File: src/rtl/i2s_cap_pkg.sv
// Package: shared constants, types and length decoding for the I2S capture block.
// Assumes a fixed 24-bit output word; the length code is two bits.
package i2s_cap_pkg;

    localparam int WORD_W = 24;
    localparam int CNT_W  = $clog2(WORD_W + 1);

    typedef enum logic [1:0] {
        LEN_16 = 2'b00,
        LEN_18 = 2'b01,
        LEN_20 = 2'b10,
        LEN_24 = 2'b11
    } len_code_e;

    typedef struct packed {
        logic [WORD_W-1:0] data;
        logic              right;
        logic              inv;
    } sample_rec_t;

    // Number of significant bits for a length code.
    function automatic logic [CNT_W-1:0] len_bits(input logic [1:0] code);
        case (code)
            LEN_16:  len_bits = CNT_W'(16);
            LEN_18:  len_bits = CNT_W'(18);
            LEN_20:  len_bits = CNT_W'(20);
            default: len_bits = CNT_W'(24);
        endcase
    endfunction

    // Positions that must read zero for a length code.
    function automatic logic [WORD_W-1:0] tail_mask(input logic [1:0] code);
        case (code)
            LEN_16:  tail_mask = 24'h0000FF;
            LEN_18:  tail_mask = 24'h00003F;
            LEN_20:  tail_mask = 24'h00000F;
            default: tail_mask = 24'h000000;
        endcase
    endfunction

endpackage

File: src/rtl/i2s_cap_sync.sv
// Module: multi-stage synchronizer for a bundle of asynchronous serial inputs.
// Assumes every bit of the bundle may change at any time; all bits see the same
// delay so that values sampled together stay aligned with each other.
module i2s_cap_sync #(
    parameter int W      = 5,
    parameter int STAGES = 2
) (
    input  logic         clk,
    input  logic         rst_n,
    input  logic [W-1:0] d_in,
    output logic [W-1:0] q_out
);

    logic [STAGES-1:0][W-1:0] chain;

    // Shift the bundle through the synchronizer stages.
    always_ff @(posedge clk) begin
        if (!rst_n) begin
            chain <= '0;
        end else begin
            chain[0] <= d_in;
            for (int i = 1; i < STAGES; i++) begin
                chain[i] <= chain[i-1];
            end
        end
    end

    assign q_out = chain[STAGES-1];

endmodule

File: src/rtl/i2s_cap_edge.sv
// Module: rising-edge detector for the synchronized bit clock.
// Assumes the bit clock is already synchronized and its high and low phases
// each last at least one block clock cycle.
module i2s_cap_edge (
    input  logic clk,
    input  logic rst_n,
    input  logic sck_s,
    output logic rise
);

    logic sck_q;

    // Remember the previous level of the bit clock.
    always_ff @(posedge clk) begin
        if (!rst_n) sck_q <= 1'b0;
        else        sck_q <= sck_s;
    end

    assign rise = sck_s & ~sck_q;

endmodule

File: src/rtl/i2s_cap_slot.sv
// Module: slot assembler. It places serial bits MSB first into a left-aligned
// word, truncates to the selected length, accumulates the invalid marker and
// emits one record at each word-select transition that closes a slot.
// Assumes bit_in, inv_bit and ws are valid in cycles where rise is high.
module i2s_cap_slot
    import i2s_cap_pkg::*;
#(
    parameter int W = WORD_W
) (
    input  logic        clk,
    input  logic        rst_n,
    input  logic        rise,
    input  logic        ws,
    input  logic        bit_in,
    input  logic        inv_bit,
    input  logic [1:0]  len_sel,
    output sample_rec_t rec,
    output logic        rec_vld
);

    localparam logic [W-1:0] TOP_BIT = {1'b1, {(W-1){1'b0}}};
    localparam logic [CNT_W-1:0] CNT_MAX = CNT_W'(W);

    logic [CNT_W-1:0] cnt;
    logic [W-1:0]     acc;
    logic             inv_acc;
    logic             ws_q;
    logic             seen;
    logic             aligned;

    logic             take;
    logic [W-1:0]     nxt_word;
    logic             nxt_inv;
    logic             ws_edge;

    // Work out the word and flag as they stand with the current bit included.
    always_comb begin
        take     = (cnt < len_bits(len_sel));
        nxt_word = acc | ((take && bit_in) ? (TOP_BIT >> cnt) : '0);
        nxt_inv  = inv_acc | (take & inv_bit);
        ws_edge  = seen && (ws != ws_q);
    end

    // Per-edge capture, slot closing and record emission.
    always_ff @(posedge clk) begin
        if (!rst_n) begin
            cnt     <= '0;
            acc     <= '0;
            inv_acc <= 1'b0;
            ws_q    <= 1'b0;
            seen    <= 1'b0;
            aligned <= 1'b0;
            rec     <= '0;
            rec_vld <= 1'b0;
        end else begin
            rec_vld <= 1'b0;
            if (rise) begin
                ws_q <= ws;
                seen <= 1'b1;
                if (ws_edge) begin
                    aligned <= 1'b1;
                    cnt     <= '0;
                    acc     <= '0;
                    inv_acc <= 1'b0;
                    if (aligned) begin
                        rec.data  <= nxt_word;
                        rec.right <= ws_q;
                        rec.inv   <= nxt_inv;
                        rec_vld   <= 1'b1;
                    end
                end else begin
                    acc     <= nxt_word;
                    inv_acc <= nxt_inv;
                    if (cnt != CNT_MAX) cnt <= cnt + 1'b1;
                end
            end
        end
    end

endmodule

File: src/rtl/i2s_slave_capture.sv
// Module: top of the I2S slave capture block. It synchronizes the external
// serial inputs, detects bit-clock rising edges, selects the data source and
// hands bits to the slot assembler. Bit clock and word select are inputs only.
// Assumes the bit clock runs at most a quarter of the block clock rate.
module i2s_slave_capture
    import i2s_cap_pkg::*;
#(
    parameter int SYNC_STAGES = 2
) (
    input  logic              clk,
    input  logic              rst_n,
    input  logic              sck_in,
    input  logic              ws_in,
    input  logic              sd_main,
    input  logic              sd_aux,
    input  logic              inv_in,
    input  logic              src_sel,
    input  logic [1:0]        len_sel,
    output logic [WORD_W-1:0] smp_data,
    output logic              smp_right,
    output logic              smp_inv,
    output logic              smp_vld
);

    localparam int BUNDLE_W = 5;

    logic [BUNDLE_W-1:0] raw_bus;
    logic [BUNDLE_W-1:0] sync_bus;
    logic                sck_s, ws_s, main_s, aux_s, inv_s;
    logic                bit_rise;
    logic                sel_bit;
    logic                sel_inv;
    sample_rec_t         rec;

    assign raw_bus = {sck_in, ws_in, sd_main, sd_aux, inv_in};

    i2s_cap_sync #(.W(BUNDLE_W), .STAGES(SYNC_STAGES)) u_sync (
        .clk   (clk),
        .rst_n (rst_n),
        .d_in  (raw_bus),
        .q_out (sync_bus)
    );

    assign {sck_s, ws_s, main_s, aux_s, inv_s} = sync_bus;

    i2s_cap_edge u_edge (
        .clk   (clk),
        .rst_n (rst_n),
        .sck_s (sck_s),
        .rise  (bit_rise)
    );

    // Source choice: main line with its marker, or auxiliary line always valid.
    always_comb begin
        sel_bit = src_sel ? main_s : aux_s;
        sel_inv = src_sel & inv_s;
    end

    i2s_cap_slot #(.W(WORD_W)) u_slot (
        .clk     (clk),
        .rst_n   (rst_n),
        .rise    (bit_rise),
        .ws      (ws_s),
        .bit_in  (sel_bit),
        .inv_bit (sel_inv),
        .len_sel (len_sel),
        .rec     (rec),
        .rec_vld (smp_vld)
    );

    assign smp_data  = rec.data;
    assign smp_right = rec.right;
    assign smp_inv   = rec.inv;

endmodule

File: config.mk
export PLATFORM = sky130hd
export DESIGN_NAME = i2s_slave_capture
export DESIGN_NICKNAME = d
export VERILOG_FILES = /design/src/rtl/i2s_cap_pkg.sv /design/src/rtl/i2s_cap_sync.sv /design/src/rtl/i2s_cap_edge.sv /design/src/rtl/i2s_cap_slot.sv /design/src/rtl/i2s_slave_capture.sv
export SDC_FILE = /design/constraint.sdc
export NUM_CORES = 1
export LEC_CHECK = 0
export BUFFER_PORTS_ARGS = -buffer_cell sky130_fd_sc_hd__clkbuf_2
export CAP_MARGIN = 20
export CORE_ASPECT_RATIO = 0.9
export CORE_MARGIN = 2
export CORE_UTILIZATION = 35
export DETAILED_ROUTE_END_ITERATION = 8
export PLACE_DENSITY = 0.5
export REMOVE_ABC_BUFFERS = 1
export SLEW_MARGIN = 10
export SYNTH_ARGS = -nofsm -noshare
export SYNTH_HDL_FRONTEND = slang
export SYNTH_SLANG_ARGS = --single-unit
File: constraint.sdc
create_clock -name clk -period 2.2 [get_ports clk]
set_clock_uncertainty 0.15 [all_clocks]
set_input_delay 0.33 -clock clk [delete_from_list [all_inputs] [get_ports clk]]
set_output_delay 0.33 -clock clk [all_outputs]
set_load 0.1 [all_outputs]
==> results by group <==
Die
  • Cell Rows: 31
  • Die H: 89.2 um
  • Die width: 98.6 um
  • Die area: 8800 um2
  • Io pins: 37
  • Core area: 7950 um2
  • Initial core utilization: 35.5%

Pwr
  • P_int: 1850 uW
  • Switching Fraction: 23.8%
  • Comb power frac: 3.8%
  • Clk pwr share: 42.8%
  • Sequential share of power: 53.5%
  • PD cells: 730 nW/um2
  • LEAKAGE: 0.00139 uW
  • Maximum vdd ir drop: 0.250 mV
  • P_sw: 580 uW
  • Design Power: 2430 uW

Timing
  • Final setup fails: 0
  • Maximum clock rate: 496 MHz
  • Fin crit share: 91.7%
  • Final-report hold violation count: 0
  • Measured slew at the worst slew-check pin: 670 ps
  • Tmin final: 2020 ps
  • Worst slew margin: 55.1%
  • Final TNS setup: 0 ps
  • RSZ-0062 raised after global routing: no
  • Max Slew Vio Count: 0

Cells and area
  • ANT cells: 0
  • Area of the multi-input gates: 1260 um2
  • Nets@finish: 354
  • Register area: 1420 um2
  • Filler cells: 799
  • Share of layout cells above drive strength 1: 24.0%
  • Area Overhead vs Synth: 18.1%

Placed design
  • IO buf count: 36
  • Dpl hpwl: 4630 um
  • GPL Wtd Cong: 0.817

Clock network
  • CTS Buf Count: 9
  • Longest Clk Path Bufs: 2
  • Clock slew at reported path FFs: 80 ps
  • Count of hold-fix buffers inserted at cts: 0
  • Latest clock arrival within the worst-skew pair: 340 ps
  • Clk root buf: clkbuf_8
  • Clock sink total: 71
  • Postcts setup bufs: 0
  • Post-CTS Resized: 0
  • CTS tree: yes
  • H-tree Lvls: 3

GRT
  • Gr usage total: 15.8%
  • GR Overflow Total: 0
  • Vias in the first global route: 2109
  • Pin count of the biggest net entering global routing: 28
  • Initial antenna violation count: 0
  • First-pass GRT wire length: 10800 um

Critical path
  • Critical path capture point type: flip-flop
  • WP data required: 2280 ps
  • CP peak stage delay: 440 ps
  • CP max stage cell: nand4_2
  • CP bufs+invs: 0
  • Crit-path cells: xor2_2 > nand4_2 > mux2_4 > a32o_1
  • CP startpoint kind: flip-flop
  • Arr. time, crit path: 2100 ps
  • Crit Path Max Fanout: 9
  • Critical path class: flip-flop to flip-flop
  • CP top delay family: simple AND/OR/NAND/NOR gates

Hold path
  • Min-delay worst type: primary input to flip-flop

Drt
  • Routed WL: 6620 um
  • Pre-antenna DRT Iters: 5
  • Vias per cell: 5.11
  • Initial drt markers: 66
  • Routed Antenna Nets: 0
  • Via Count: 2250
  • Average routed wire per standard cell: 15.0 um
  • Residual DRC: 0

Yosys
  • Sequential share of the synthesized area: 50.4%
  • Yosys warning total: 0
  • Mapped Area: 2820 um2
  • Syn avg cell area: 9.53 um2
  • Synth async-reset ratio: 0%
  • Top cells by area, synth: dfxtp_1, a21oi_1, a32o_1
  • Register bit total from synthesis: 71
  • Synth area leader: dfxtp_1
  • Post-Syn Instances: 296
  • Post-synth cell types: 40
  • Top_reg_cell synth: dfxtp_1
  • Number of flops mapped to enable cells by yosys: 0
  • Synth top area share: 50.4%

Run
  • Max-Cap Viols: 0

Outcome
  • Status: completed
==> placed cells by master, fill, tap and decap left out, drive strengths merged, types with 2 or more instances in the layout <==
master	Yosys	layout
dfxtp	71	71
clkbuf	13	45
a21oi	36	36
nor2	24	24
o21ai	22	22
a31oi	17	17
buf	10	16
nand2	15	15
and2	14	14
a32o	12	12
inv	8	9
mux2	9	9
ha	8	8
nand3	7	7
nor2b	5	5
clkinv	0	5
nand4	3	3
xor2	3	3
nand2b	2	2
nor3	2	2
and3	2	2
mux2i	2	2
==> synthesized netlist by cell type (2+ instances only) <==
cell      number
a31oi_1       17
nand4_1        2
nor2_1        24
a21oi_1       35
mux2_4         6
ha_1           8
inv_1          8
and3_1         2
xor2_1         2
nand2b_1       2
nor3_1         2
o21ai_0       20
clkbuf_1      13
mux2i_1        2
dfxtp_1       71
nand3_1        7
and2_1        14
buf_2          8
a32o_1        12
nand2_1       15
mux2_2         3
nor2b_1        5
==> cell families after synthesis <==
group                      count (synthesis)  share of synthesized area [%]
AOI/OAI and AO/OA                         92                           20.4
xor gates and xnor gates                   3                           1.20
adders and majority gates                  8                           3.55
buffers and inverters                     31                           4.88
DFF                                       71                           50.4
muxes                                     11                           5.10
and+or+nand+nor                           80                           14.5
==> power by group through the flow <==
| stage | Combinational (uW) | Clock (uW) | Sequential (uW) |
|---|---|---|---|
| final | 91.5 | 1040 | 1300 |
| after global routing | 103 | 1130 | 1300 |
| after CTS | 92.7 | 1060 | 1300 |
| after detailed placement | 92.7 | 0 | 1330 |
| after global placement | 92.0 | 0 | 1330 |
| after floorplan | 44.9 | 0 | 1330 |
==> sequential cells by signal, indices dropped and copies added, names as in the netlist <==
register and flops:
u_slot.ws_q 1, u_slot.aligned 1, u_slot.cnt 5, u_sync.q_out 5, u_slot.seen 1, u_slot.rec 26, u_slot.inv_acc 1, u_slot.rec_vld 1
u_edge.sck_q 1, u_slot.acc 24, u_sync.chain 5
==> layout make-up <==
type / count / area share, %
clock buffers: 9 / 3.72
inverters: 8 / 0.901
clock inverters: 7 / 2.14
multi-input cells: 194 / 37.9
repair buffers: 52 / 9.01
flip-flops and latches: 71 / 42.6
well taps: 99 / 3.72
==> metal layers <==
layer	part of all wire [%]	track usage, %	up-vias
li1	-	-	1141
met1	50	21.8	1064
met3	4.0	3.28	9
met2	44	24.4	36
met4	1.5	6.35	0
met5	0	0	-
==> final timing paths <==
check	from	end	slack, ps	cells past startpoint
setup / recovery	u_slot.ws_q	u_slot.rec[9]	180	4
hold / removal	ws_in	u_sync.chain[3]	40	2
setup reg to reg	u_slot.ws_q	u_slot.rec[9]	180	4
hold reg to reg	u_sync.chain[1]	u_sync.q_out[1]	290	1
==> through the flow <==
step                      util, %  worst slack (ps)  cell area [um2]  hold slack (ps)  instances
after CTS                    41.9               182             3330             28.5        440
after detailed placement     39.5              53.7             3140              273        424
after global placement       39.5              50.5             3140              263        424
final                        41.9               183             3330             39.8        440
after floorplan                 -              35.9             2710              262        273
after global routing         41.9              41.8             3330             36.8        440
Note: power is estimated with default switching activity, not from simulation.
